**src/rtl/rx_ring_pkg.sv**
```systemverilog
package rx_ring_pkg;
  typedef enum logic [1:0] {
    ST_IDLE = 2'd0,
    ST_DATA = 2'd1,
    ST_HDR  = 2'd2
  } rx_state_e;

  localparam logic [15:0] CMD_ARM  = 16'h9800;
  localparam logic [15:0] CMD_STOP = 16'h1100;
  localparam logic [15:0] CMD_ACK  = 16'h0100;

  localparam int LEN_W = 12;
endpackage

```
**src/rtl/rx_ring_set.sv**
```systemverilog
module rx_ring_set
  import rx_ring_pkg::*;
#(
  parameter int ADDR_W    = 32,
  parameter int RING_BUFS = 8,
  parameter int CNT_W     = 4
) (
  input  logic              clk,
  input  logic              rst_n,
  input  logic              chan_rst,
  input  logic              wr_base,
  input  logic              wr_len,
  input  logic              wr_cmd,
  input  logic [ADDR_W-1:0] wdata,
  input  logic              frame_done,
  output logic [ADDR_W-1:0] base,
  output logic [CNT_W-1:0]  rem,
  output logic              armed,
  output logic              done
);
  localparam logic [CNT_W-1:0] FULL = CNT_W'(RING_BUFS);
  localparam logic [CNT_W-1:0] ONE  = CNT_W'(1);

  logic [ADDR_W-1:0] base_n;
  logic [CNT_W-1:0]  rem_n;
  logic              armed_n, done_n;
  logic [15:0]       cmd;

  assign cmd = wdata[15:0];

  always_comb begin
    base_n  = base;
    rem_n   = rem;
    armed_n = armed;
    done_n  = done;
    if (wr_base) base_n = wdata;
    if (wr_len) rem_n = wdata[CNT_W-1:0];
    else if (frame_done) rem_n = (rem == ONE) ? FULL : rem - ONE;
    if (frame_done) begin
      done_n = 1'b1;
      if (rem == ONE) armed_n = 1'b0;
    end
    if (wr_cmd) begin
      if (cmd == CMD_ARM) armed_n = 1'b1;
      else if (cmd == CMD_STOP) armed_n = 1'b0;
      else if (cmd == CMD_ACK && !frame_done) done_n = 1'b0;
    end
    if (chan_rst) begin
      armed_n = 1'b0;
      done_n  = 1'b0;
    end
  end

  always_ff @(posedge clk or negedge rst_n) begin
    if (!rst_n) begin
      base  <= '0;
      rem   <= '0;
      armed <= 1'b0;
      done  <= 1'b0;
    end else begin
      base  <= base_n;
      rem   <= rem_n;
      armed <= armed_n;
      done  <= done_n;
    end
  end

  AST_DONE_SET: assert property (@(posedge clk) disable iff (!rst_n)
    (frame_done && !chan_rst) |=> done);

  AST_LAST_RELOAD: assert property (@(posedge clk) disable iff (!rst_n)
    (frame_done && rem == ONE && !chan_rst && !wr_len && !(wr_cmd && cmd == CMD_ARM))
      |=> (!armed && rem == FULL));
endmodule

```
**src/rtl/rx_ring_fsm.sv**
```systemverilog
module rx_ring_fsm
  import rx_ring_pkg::*;
#(
  parameter int ADDR_W    = 32,
  parameter int BUF_BYTES = 2048,
  parameter int HDR_BYTES = 16,
  parameter int RING_BUFS = 8,
  parameter int CNT_W     = 4,
  parameter int MISS_W    = 16
) (
  input  logic              clk,
  input  logic              rst_n,
  input  logic              chan_rst,
  input  logic              rx_valid,
  input  logic              rx_sof,
  input  logic              rx_eof,
  input  logic [7:0]        rx_data,
  input  logic [2:0]        rx_flags,
  input  logic [7:0]        rx_runt,
  input  logic [7:0]        rx_coll,
  input  logic [ADDR_W-1:0] act_base,
  input  logic [CNT_W-1:0]  act_rem,
  input  logic              act_armed,
  output logic              frame_done,
  output logic              act,
  output logic              err,
  output logic [MISS_W-1:0] missed,
  output logic              mem_we,
  output logic [ADDR_W-1:0] mem_addr,
  output logic [7:0]        mem_wdata
);
  localparam int               BUF_SHIFT = $clog2(BUF_BYTES);
  localparam int               CAP       = BUF_BYTES - HDR_BYTES;
  localparam logic [LEN_W-1:0] CAP_L     = LEN_W'(CAP);
  localparam logic [ADDR_W-1:0] HDR_OFF  = ADDR_W'(HDR_BYTES);
  localparam logic [CNT_W-1:0] ONE       = CNT_W'(1);

  rx_state_e         st, st_n;
  logic [ADDR_W-1:0] buf_addr, buf_n, slot_addr;
  logic [CNT_W-1:0]  idx;
  logic [LEN_W-1:0]  flen, flen_n;
  logic              ovf, ovf_n;
  logic [2:0]        flg, flg_n;
  logic [7:0]        runt_q, runt_n, coll_q, coll_n;
  logic [1:0]        hstep, hstep_n;
  logic              err_n, act_n;
  logic [MISS_W-1:0] miss_n;
  logic              we_n;
  logic [ADDR_W-1:0] addr_n;
  logic [7:0]        wd_n;

  assign idx       = CNT_W'(RING_BUFS) - act_rem;
  assign slot_addr = act_base + (ADDR_W'(idx) << BUF_SHIFT);
  assign frame_done = (st == ST_HDR) && (hstep == 2'd3) && !chan_rst;

  always_comb begin
    st_n    = st;
    buf_n   = buf_addr;
    flen_n  = flen;
    ovf_n   = ovf;
    flg_n   = flg;
    runt_n  = runt_q;
    coll_n  = coll_q;
    hstep_n = hstep;
    err_n   = err;
    act_n   = act;
    miss_n  = missed;
    we_n    = 1'b0;
    addr_n  = mem_addr;
    wd_n    = mem_wdata;
    if (chan_rst) begin
      st_n    = ST_IDLE;
      err_n   = 1'b0;
      act_n   = 1'b0;
      hstep_n = 2'd0;
    end else begin
      case (st)
        ST_IDLE: begin
          if (rx_valid && rx_sof && !err) begin
            if (act_armed && act_rem != '0) begin
              buf_n  = slot_addr;
              we_n   = 1'b1;
              addr_n = slot_addr + HDR_OFF;
              wd_n   = rx_data;
              flen_n = LEN_W'(1);
              ovf_n  = 1'b0;
              if (rx_eof) begin
                flg_n   = rx_flags;
                runt_n  = rx_runt;
                coll_n  = rx_coll;
                hstep_n = 2'd0;
                st_n    = ST_HDR;
              end else begin
                st_n = ST_DATA;
              end
            end else begin
              miss_n = missed + MISS_W'(1);
            end
          end
        end
        ST_DATA: begin
          if (rx_valid) begin
            if (rx_sof) begin
              err_n = 1'b1;
              st_n  = ST_IDLE;
            end else begin
              if (flen < CAP_L) begin
                we_n   = 1'b1;
                addr_n = buf_addr + HDR_OFF + ADDR_W'(flen);
                wd_n   = rx_data;
                flen_n = flen + LEN_W'(1);
              end else begin
                ovf_n = 1'b1;
              end
              if (rx_eof) begin
                flg_n   = rx_flags;
                runt_n  = rx_runt;
                coll_n  = rx_coll;
                hstep_n = 2'd0;
                st_n    = ST_HDR;
              end
            end
          end
        end
        ST_HDR: begin
          we_n   = 1'b1;
          addr_n = buf_addr + ADDR_W'({hstep, 1'b0});
          case (hstep)
            2'd0:    wd_n = flen[7:0];
            2'd1:    wd_n = {ovf, flg, flen[11:8]};
            2'd2:    wd_n = runt_q;
            default: wd_n = coll_q;
          endcase
          hstep_n = hstep + 2'd1;
          if (hstep == 2'd3) begin
            st_n = ST_IDLE;
            if (act_rem == ONE) act_n = ~act;
          end
          if (rx_valid) err_n = 1'b1;
        end
        default: st_n = ST_IDLE;
      endcase
    end
  end

  always_ff @(posedge clk or negedge rst_n) begin
    if (!rst_n) begin
      st        <= ST_IDLE;
      buf_addr  <= '0;
      flen      <= '0;
      ovf       <= 1'b0;
      flg       <= '0;
      runt_q    <= '0;
      coll_q    <= '0;
      hstep     <= '0;
      err       <= 1'b0;
      act       <= 1'b0;
      missed    <= '0;
      mem_we    <= 1'b0;
      mem_addr  <= '0;
      mem_wdata <= '0;
    end else begin
      st        <= st_n;
      buf_addr  <= buf_n;
      flen      <= flen_n;
      ovf       <= ovf_n;
      flg       <= flg_n;
      runt_q    <= runt_n;
      coll_q    <= coll_n;
      hstep     <= hstep_n;
      err       <= err_n;
      act       <= act_n;
      missed    <= miss_n;
      mem_we    <= we_n;
      mem_addr  <= addr_n;
      mem_wdata <= wd_n;
    end
  end

  AST_HDR_WRITE: assert property (@(posedge clk) disable iff (!rst_n)
    (st == ST_HDR && !chan_rst) |=> mem_we);

  AST_ERR_SILENT: assert property (@(posedge clk) disable iff (!rst_n)
    (err && st == ST_IDLE) |=> !mem_we);

  AST_LEN_CAP: assert property (@(posedge clk) disable iff (!rst_n)
    flen <= CAP_L);

  AST_SET_SWAP: assert property (@(posedge clk) disable iff (!rst_n)
    (frame_done && act_rem == ONE) |=> (act != $past(act)));
endmodule

```
**src/rtl/rx_ring_dma.sv**
```systemverilog
module rx_ring_dma
  import rx_ring_pkg::*;
#(
  parameter int ADDR_W    = 32,
  parameter int BUF_BYTES = 2048,
  parameter int HDR_BYTES = 16,
  parameter int RING_BUFS = 8,
  parameter int MISS_W    = 16
) (
  input  logic              clk,
  input  logic              rst_n,
  input  logic              reg_we,
  input  logic [5:0]        reg_addr,
  input  logic [31:0]       reg_wdata,
  output logic [31:0]       reg_rdata,
  input  logic              rx_valid,
  input  logic              rx_sof,
  input  logic              rx_eof,
  input  logic [7:0]        rx_data,
  input  logic [2:0]        rx_flags,
  input  logic [7:0]        rx_runt,
  input  logic [7:0]        rx_coll,
  output logic              mem_we,
  output logic [ADDR_W-1:0] mem_addr,
  output logic [7:0]        mem_wdata,
  output logic              irq
);
  localparam int NSETS = 2;
  localparam int CNT_W = $clog2(RING_BUFS + 1);

  logic [ADDR_W-1:0] base_a  [NSETS];
  logic [CNT_W-1:0]  rem_a   [NSETS];
  logic              armed_a [NSETS];
  logic              done_a  [NSETS];
  logic              fdone_a [NSETS];
  logic              frame_done, act, err, chan_rst;
  logic [MISS_W-1:0] missed;
  logic              sel;

  assign chan_rst = reg_we && (reg_addr == 6'h20) && reg_wdata[15];

  for (genvar s = 0; s < NSETS; s++) begin : g_set
    logic wr_b, wr_l, wr_c;
    assign wr_b = reg_we && (reg_addr[5:4] == 2'(s)) && (reg_addr[3:0] == 4'h0);
    assign wr_l = reg_we && (reg_addr[5:4] == 2'(s)) && (reg_addr[3:0] == 4'h4);
    assign wr_c = reg_we && (reg_addr[5:4] == 2'(s)) && (reg_addr[3:0] == 4'h8);
    assign fdone_a[s] = frame_done && (act == 1'(s));

    rx_ring_set #(
      .ADDR_W   (ADDR_W),
      .RING_BUFS(RING_BUFS),
      .CNT_W    (CNT_W)
    ) u_set (
      .clk       (clk),
      .rst_n     (rst_n),
      .chan_rst  (chan_rst),
      .wr_base   (wr_b),
      .wr_len    (wr_l),
      .wr_cmd    (wr_c),
      .wdata     (reg_wdata[ADDR_W-1:0]),
      .frame_done(fdone_a[s]),
      .base      (base_a[s]),
      .rem       (rem_a[s]),
      .armed     (armed_a[s]),
      .done      (done_a[s])
    );
  end

  rx_ring_fsm #(
    .ADDR_W   (ADDR_W),
    .BUF_BYTES(BUF_BYTES),
    .HDR_BYTES(HDR_BYTES),
    .RING_BUFS(RING_BUFS),
    .CNT_W    (CNT_W),
    .MISS_W   (MISS_W)
  ) u_fsm (
    .clk       (clk),
    .rst_n     (rst_n),
    .chan_rst  (chan_rst),
    .rx_valid  (rx_valid),
    .rx_sof    (rx_sof),
    .rx_eof    (rx_eof),
    .rx_data   (rx_data),
    .rx_flags  (rx_flags),
    .rx_runt   (rx_runt),
    .rx_coll   (rx_coll),
    .act_base  (base_a[act]),
    .act_rem   (rem_a[act]),
    .act_armed (armed_a[act]),
    .frame_done(frame_done),
    .act       (act),
    .err       (err),
    .missed    (missed),
    .mem_we    (mem_we),
    .mem_addr  (mem_addr),
    .mem_wdata (mem_wdata)
  );

  assign sel = reg_addr[4];

  always_comb begin
    reg_rdata = '0;
    if (reg_addr[5] == 1'b0) begin
      case (reg_addr[3:0])
        4'h0: reg_rdata[ADDR_W-1:0] = base_a[sel];
        4'h4: reg_rdata[CNT_W-1:0]  = rem_a[sel];
        4'h8: begin
          reg_rdata[15] = armed_a[sel];
          reg_rdata[8]  = done_a[sel];
        end
        default: reg_rdata = '0;
      endcase
    end else if (reg_addr[4] == 1'b0) begin
      case (reg_addr[3:0])
        4'h0: begin
          reg_rdata[13] = err;
          reg_rdata[8]  = done_a[0] | done_a[1];
          reg_rdata[0]  = act;
        end
        4'h4: reg_rdata[MISS_W-1:0] = missed;
        default: reg_rdata = '0;
      endcase
    end
  end

  assign irq = done_a[0] | done_a[1] | err;
endmodule

```
**config.mk**
```make
export PLATFORM = sky130hd
export DESIGN_NAME = rx_ring_dma
export DESIGN_NICKNAME = d
export VERILOG_FILES = /design/src/rtl/rx_ring_pkg.sv /design/src/rtl/rx_ring_set.sv /design/src/rtl/rx_ring_fsm.sv /design/src/rtl/rx_ring_dma.sv
export SDC_FILE = /design/constraint.sdc
export NUM_CORES = 1
export LEC_CHECK = 0
export ABC_AREA = 1
export BUFFER_PORTS_ARGS = -buffer_cell sky130_fd_sc_hd__buf_2
export CORE_UTILIZATION = 50
export CTS_CLUSTER_DIAMETER = 40
export DETAILED_ROUTE_END_ITERATION = 7
export GPL_ROUTABILITY_DRIVEN = 0
export GPL_TIMING_DRIVEN = 0
export PLACE_DENSITY = 0.72
export SETUP_SLACK_MARGIN = 0.15
export SLEW_MARGIN = 20
export SYNTH_ARGS = -nofsm -noshare
export SYNTH_HDL_FRONTEND = slang
export SYNTH_HIERARCHICAL = 1
export SYNTH_SLANG_ARGS = --single-unit
```
**constraint.sdc**
```tcl
create_clock -name clk -period 7.05 [get_ports clk]
set_clock_uncertainty 0.15 [all_clocks]
set_input_delay 0.705 -clock clk [delete_from_list [all_inputs] [get_ports clk]]
set_output_delay 0.705 -clock clk [all_outputs]
set_load 0.02 [all_outputs]
```
==> run_results.csv, run 1 <==
group,metric,value,unit
run_status,outcome,"finished clean",
timing,slew_viol_final,0,
logic_synthesis,async_reset_ff_share,100,%
global_route,grt_pass1_wl,69.0,mm
final_layout,num_antenna_cells,0,
power_and_ir_drop,p_comb_share,39.7,%
timing,final.min_clock_period,4340,ps
place,place_inst,2473,
final_layout,nets,2255,
cts,cts_buffers,36,
power_and_ir_drop,switching_share,41.4,%
timing,hold_violations,0,
logic_synthesis,syn_area,14400,sq um
cts,clock-sinks,203,
logic_synthesis,ys.flop_type,"dfrtp_1",
final_layout,final_cell_mix,"nand2_1 (500), dfrtp_1 (203), inv_1 (202), nor2_1 (189), o21ai_0 (161)",
drt,first_pass_iters,6,
global_route,antenna_found_initial,0,
timing,tightestPinTransition,816,ps
global_route,grtUsageMet3,4.51,%
floorplanning,fp.coreArea,28100,sq um
cts,cts_root_buffer,"clkbuf_16",
worst_hold_path,hold_class,"primary input to flip-flop",
logic_synthesis,synth_nets,2071,
timing,setup-tns-final,0,ps
timing,setup_viol,0,
drt,ant_nets,0,
drt,first_iter_violations,1307,
power_and_ir_drop,finalPower,5.62,mW
logic_synthesis,synthCells,1950,
power_and_ir_drop,internal-power,3.29,mW
setup_path,crit_required,7290,ps
floorplanning,design.die.area,29600,sq um
cts,cts_setup_buffers,0,
logic_synthesis,synthDistinctLibCells,55,
global_route,use_met2,48.7,%
drt,drc_errors,0,
power_and_ir_drop,p_leak,8.07,nW
floorplanning,die_width,172,um
run,maxCapViolCount,0,
timing,fmax,0.230,GHz
power_and_ir_drop,p_seq_share,28.8,%
cts,clk_latency,510,ps
global_route,met1_usage,39.1,%
place,dp.final_hpwl,33.5,mm
floorplanning,fp.dieH,172,um
logic_synthesis,yosys_warnings,6,
drt,wire_per_inst,17.2,um
global_route,first_global_vias,13200,
floorplanning,start_util,51.4,%
floorplanning,row_count,61,
power_and_ir_drop,power.share.clock,31.5,%
global_route,grt_max_degree,100,
logic_synthesis,synth_seq_area_share,35.2,%
final_layout,syn_to_final_growth,17.2,%
timing,slew_headroom,45.1,%
cts,clk_pin_slew,50,ps
logic_synthesis,synth-edff-count,0,
power_and_ir_drop,peakVddDrop,0.223,mV
global_route,grt_usage,29.8,%
setup_path,path_class,"flip-flop to flip-flop",
final_layout,drive_gt1_share,17.7,%
drt,vias_per_cell,5.64,
setup_path,start_kind,"flip-flop",
final_layout,final_common_cell,"nand2_1",
cts,htreeDepth,2,
setup_path,cp.arrival,4580,ps
timing,finalCritPeriodShare,61.6,%
global_route,grt-busiest-layer,"met2",
final_layout,fin_cells,2536,
drt,via_count,14300,
setup_path,cp-end-kind,"flip-flop",
timing,rsz0062_at_grt,"false",
place,io_buffers,143,
floorplanning,io_pins,145,
power_and_ir_drop,switchingPower,2.32,mW
global_route,grt_overflow,0,
setup_path,worstPathMaxFanout,10,
power_and_ir_drop,power.density,332,nW/um^2
logic_synthesis,synth-seq-cells,203,
cts,cts_tree,"yes",
logic_synthesis,syn_area_per_cell,7.40,sq um
drt,drt-total-wl,43.6,mm
cts,clockBufferDepth,3,
worst paths after layout:
check | slack, ps | to | startpoint | cells after the start
worst max-delay path | 2710 | u_fsm/mem_addr[24]$_DFFE_PN0P_ | u_fsm/act$_DFFE_PN0P_ | 19
worst min-delay path | 290 | u_fsm/coll_q[2]$_DFFE_PN0P_ | rx_coll[2] | 2
worst max register to register | 2710 | u_fsm/mem_addr[24]$_DFFE_PN0P_ | u_fsm/act$_DFFE_PN0P_ | 19
worst min register to register | 330 | u_fsm/mem_addr[9]$_DFFE_PN0P_ | u_fsm/mem_addr[9]$_DFFE_PN0P_ | 2
max in group asynchronous | 5050 | g_set[1].u_set/base[0]$_DFFE_PN0P_ | rst_n | 4
min in group asynchronous | 530 | u_fsm/buf_addr[28]$_DFFE_PN0P_ | rst_n | 2
worst max-delay path: stages (launching register included):
cell and delay [ps]:
dfrtp_1 440, clkbuf_1 300, o21ai_0 700, inv_1 100
ha_1 270, xnor2_1 270, ha_1 370, nand2_1 150
nand3_2 130, nand2_1 100, nand2_1 130, nand2_1 110
nand3_1 150, nor2_2 150, nand3_2 140, nor2_2 170
xor2_1 150, nand2_1 90, nand3_1 100, nand2_1 70
metrics by stage:
stage	util (%)	worst slack, ps	hold slack [ps]	instance area (sq um)
after floorplan	-	3690	259	14400
after global placement	55.6	1610	311	15600
after detailed placement	55.9	2760	319	15700
after CTS	60.3	2750	269	16900
after global routing	60.3	2440	277	16900
final	60.3	2710	285	16900
cells in the mapped netlist, types with 3 or more instances:
master | n | area share, %
nand2_1 | 500 | 13
dfrtp_1 | 203 | 35
inv_1 | 202 | 5.3
nor2_1 | 189 | 4.9
o21ai_0 | 161 | 5.6
nand3_1 | 146 | 5.1
a21oi_1 | 107 | 3.7
mux2_4 | 52 | 5.4
ha_1 | 47 | 4.1
nor3_1 | 31 | 1.1
a31oi_1 | 30 | 1.3
clkbuf_1 | 29 | 0.75
mux2_2 | 27 | 2.1
nand4_1 | 24 | 1.0
xor2_1 | 23 | 1.4
buf_2 | 17 | 0.59
xnor2_1 | 14 | 0.85
nor2_2 | 12 | 0.52
buf_6 | 10 | 0.78
nand3_2 | 10 | 0.69
inv_2 | 9 | 0.23
nor2_4 | 9 | 0.70
o211ai_1 | 9 | 0.47
or2_2 | 8 | 0.35
nand3b_1 | 7 | 0.36
nor4_1 | 6 | 0.26
o21ai_1 | 6 | 0.21
nand2_2 | 5 | 0.22
o221ai_1 | 5 | 0.30
buf_1 | 4 | 0.10
buf_12 | 4 | 0.55
o22ai_1 | 4 | 0.17
a22oi_1 | 3 | 0.16
fa_1 | 3 | 0.42
inv_4 | 3 | 0.13
nor3_2 | 3 | 0.21
o21bai_1 | 3 | 0.16
power by group through the flow:
stage,Sequential [mW],Combinational [mW],Clock (mW)
final,1.62,2.23,1.77
after global routing,1.64,2.43,1.85
after CTS,1.62,2.20,1.79
after detailed placement,1.63,2.18,0
after global placement,1.62,2.14,0
after floorplan,1.71,1.34,0
routing by layer:
| metal | vias to the layer above | part of all wire (%) |
|---|---|---|
| li1 | 6827 | - |
| met1 | 6716 | 42 |
| met2 | 650 | 47 |
| met3 | 105 | 8.0 |
| met4 | 0 | 3.8 |
| met5 | - | 0 |
registers in the layout, indices dropped and copies added, names as in the netlist:
signal             count
u_fsm/act              1
u_fsm/runt_q           8
g_set.u_set/armed      2
u_fsm/coll_q           8
u_fsm/mem_addr        32
u_fsm/buf_addr        32
u_fsm/err              1
u_fsm/missed          16
u_fsm/hstep            2
u_fsm/flg              3
u_fsm/mem_we           1
u_fsm/flen            12
g_set.u_set/done       2
u_fsm/mem_wdata        8
g_set.u_set/base      64
u_fsm/st               2
u_fsm/ovf              1
g_set.u_set/rem        8
area by class of cell:
| cell class | count | area [sq um] |
|---|---|---|
| Buffer | 66 | 417 |
| Clock buffer | 43 | 970 |
| Clock inverter | 19 | 255 |
| Fill cell | 2572 | 11200 |
| Inverter | 215 | 815 |
| Multi-Input combinational cell | 1466 | 8130 |
| Sequential cell | 203 | 5080 |
| Tap cell | 378 | 473 |
| Timing Repair Buffer | 146 | 791 |
logic make-up (layout without fill, tap and decap cells):
family	count (synthesis)	after routing	share of synthesized area (%)
adders and majority gates	50	50	4.49
DFF	203	203	35.2
AOI/OAI and AO/OA	338	338	12.6
buffers and inverters	281	489	8.53
and+or+nand+nor	962	962	29.4
xor gates and xnor gates	37	37	2.24
muxes	79	79	7.51
repair_timing:
action,in CTS,in global routing
resized for setup,0,0
hold endpoints to repair,46,0
hold buffers,1,0
Power figures use the tool's default switching activity.
==> run 2: changes to the inputs <==
--- a/config.mk
+++ b/config.mk
@@ -12,7 +12,7 @@
 export DETAILED_ROUTE_END_ITERATION = 7
 export GPL_ROUTABILITY_DRIVEN = 0
 export GPL_TIMING_DRIVEN = 0
-export PLACE_DENSITY = 0.72
+export PLACE_DENSITY = 0.75
 export SETUP_SLACK_MARGIN = 0.15
 export SLEW_MARGIN = 20
 export SYNTH_ARGS = -nofsm -noshare
==> constraint.sdc (replaced) <==
create_clock -name clk -period 3.8 [get_ports clk]
set_clock_uncertainty 0.15 [all_clocks]
set_input_delay 0.38 -clock clk [delete_from_list [all_inputs] [get_ports clk]]
set_output_delay 0.38 -clock clk [all_outputs]
set_load 0.02 [all_outputs]
==> run 2 against run 1 <==
Maximum frequency up 21%. First-iteration DRC count up 15%. Sequential power up 86%. Final area up 6.0%. Combinational power up 100%. Largest cell class unchanged. Highest routed layer unchanged.
==> run_results.csv, run 2 (synthesis results as in run 1) <==
group,metric,value,unit
timing,fmax,0.279,GHz
run,maxCapViolCount,0,
cts,clk_pin_slew,60,ps
setup_path,path_class,"flip-flop to flip-flop",
power_and_ir_drop,p_leak,8.47,nW
floorplanning,start_util,51.4,%
final_layout,fill_cells,2366,
global_route,grt_overflow,0,
drt,first_iter_violations,1503,
place,dp.final_hpwl,33.6,mm
global_route,first_global_vias,13700,
drt,drc_errors,0,
global_route,grt_usage,30.8,%
timing,slew_headroom,45.0,%
global_route,antenna_found_initial,0,
final_layout,fin_cells,2605,
timing,tightestPinTransition,818,ps
drt,drt-total-wl,46.1,mm
drt,first_pass_iters,6,
drt,ant_nets,0,
setup_path,cpLargestDelayFamily,"simple AND/OR/NAND/NOR gates",
timing,hold_violations,0,
global_route,grt_pass1_wl,71.2,mm
power_and_ir_drop,switchingPower,4.63,mW
power_and_ir_drop,peakVddDrop,0.475,mV
setup_path,crit_slowest_cell,"fa_1",
timing,final.min_clock_period,3580,ps
power_and_ir_drop,internal-power,6.45,mW
setup_path,crit_required,4020,ps
setup_path,cp.arrival,3800,ps
timing,setup_viol,0,
cts,clockBufferDepth,3,
drt,wire_per_inst,17.7,um
cts,clock-sinks,203,
power_and_ir_drop,power.density,617,nW/um^2
setup_path,start_kind,"flip-flop",
power_and_ir_drop,switching_share,41.8,%
drt,vias_per_cell,5.66,
timing,finalCritPeriodShare,94.2,%
final_layout,final_cell_mix,"nand2_1 (488), dfrtp_1 (202), inv_1 (199), nor2_1 (182), buf_2 (157)",
power_and_ir_drop,finalPower,11.1,mW
setup_path,worstPathMaxFanout,6,
final_layout,drive_gt1_share,20.4,%
worst_hold_path,hold_class,"primary input to flip-flop",
final_layout,syn_to_final_growth,24.2,%
floorplanning,fp.coreArea,28100,sq um
timing,rsz0062_at_grt,"true",
global_route,grt_max_degree,95,
place,io_buffers,143,
floorplanning,die_width,172,um
final_layout,largest_registers,"g_set.u_set/base (64), u_fsm/buf_addr (32), u_fsm/mem_addr (32)",
cts,cts_root_buffer,"clkbuf_16",
floorplanning,io_pins,145,
floorplanning,fp.dieH,172,um
floorplanning,row_count,61,
cts,cts_tree,"yes",
setup_path,cp_cell_sequence,"buf_8 -> buf_8 -> nand2_4 -> o21ai_4 -> inv_2 -> ha_4 -> fa_1 -> nand2_1 -> nor2_2 -> buf_4 -> nand2_4 -> nor2_4 -> nand3_4 -> or2_2 -> o211ai_1 -> a31oi_1",
cts,clk_latency,520,ps
final_layout,max_flop_register,"g_set.u_set/base",
place,place_inst,2473,
timing,slew_viol_final,0,
setup_path,crit_buf_inv,4,
run_status,outcome,"finished clean",
final_layout,largest_register_ffs,64,
cts,cts_buffers,38,
drt,via_count,14800,
final_layout,nets,2317,
setup_path,slowest_delay,550,ps
power_and_ir_drop,p_seq_share,27.2,%
power_and_ir_drop,p_comb_share,41.0,%
setup_path,cp-end-kind,"flip-flop",
cts,htreeDepth,2,
final_layout,final_common_cell,"nand2_1",
power_and_ir_drop,power.share.clock,31.7,%
floorplanning,design.die.area,29600,sq um
run 2: cell types whose count changed in the layout (fill, tap and decap cells not counted), moves of 5 or more:
cell	delta
dlygate4sd3_1	+47
buf_4	+13
nand2_1	-12
nand2_2	+9
nor2_4	+9
nor2_1	-7
o21ai_0	-6
clkbuf_1	-5
run 2: stage by stage:
step           TNS, ps  util [%]  cell area [sq um]  hold WS [ps]  worst slack, ps
2_1_floorplan        0         -              14400         -65.6              436
3_3_place_gp   -249540      55.6              15600           313            -1240
3_5_place_dp     -5560      55.9              15700           174             -460
4_1_cts              0      62.8              17600          4.56              156
5_1_grt              0      63.8              17900          20.5             61.6
6_report             0      63.9              17900          20.1              221
run 2: cell type report:
cell class / instances / area (sq um) / share of cell area (%)
antenna: 1 / 2.50 / 0.0140
inverter: 215 / 815 / 4.54
clock inverter: 25 / 309 / 1.72
clock buffer: 45 / 1030 / 5.73
multi-input combinational: 1466 / 8410 / 46.9
sequential: 203 / 5080 / 28.3
timing repair buffer: 207 / 1370 / 7.64
tap: 378 / 473 / 2.64
buffer: 65 / 442 / 2.46
run 2: worst reg2reg max path: cells and delay by family (launching register included):
kind,cells,cell delay [ps]
simple gates,7,930
flops,1,450
compound gates,3,590
buf+inv,4,510
fa+ha+maj,2,790
run 2: metal layers:
metal  track usage, %  vias to the layer above  share of wire, %
li1                 -                     6956                 -
met1             39.5                     6881                39
met2             50.6                      757                47
met3             4.72                      158               8.3
met4             15.7                        0               5.1
met5                0                        -                 0
run 2: repair_timing:
| action | 4_1_cts | 5_1_grt |
|---|---|---|
| hold buffers | 48 | 0 |
| gates resized for setup | 25 | 60 |
| endpoints found under the setup margin | 47 | 17 |
| buffers inserted | 3 | 11 |
| pin swaps | 4 | 23 |
| hold endpoints to repair | 120 | 0 |
run 2: power by group through the flow:
| stage | Sequential, mW | Clock [mW] | Combinational, mW |
|---|---|---|---|
| floorplan | 3.18 | 0 | 2.48 |
| global placement | 3.01 | 0 | 3.95 |
| detailed placement | 3.03 | 0 | 4.06 |
| CTS | 3.00 | 3.55 | 4.24 |
| global route | 3.06 | 3.66 | 4.88 |
| finish | 3.02 | 3.51 | 4.54 |
run 2: path summary, 6_finish.rpt:
path / end / startpoint / cells past startpoint / slack (ps)
min in group asynchronous: g_set[0].u_set/base[24]$_DFFE_PN0P_ / rst_n / 2 / 210
max in group asynchronous: u_fsm/mem_addr[12]$_DFFE_PN0P_ / rst_n / 4 / 2110
worst max-delay path: u_fsm/mem_addr[18]$_DFFE_PN0P_ / u_fsm/act$_DFFE_PN0P_ / 16 / 220
worst max register to register: u_fsm/mem_addr[18]$_DFFE_PN0P_ / u_fsm/act$_DFFE_PN0P_ / 16 / 220
worst min register to register: u_fsm/mem_addr[11]$_DFFE_PN0P_ / u_fsm/mem_addr[11]$_DFFE_PN0P_ / 2 / 320
worst min-delay path: g_set[0].u_set/base[6]$_DFFE_PN0P_ / reg_wdata[6] / 2 / 20
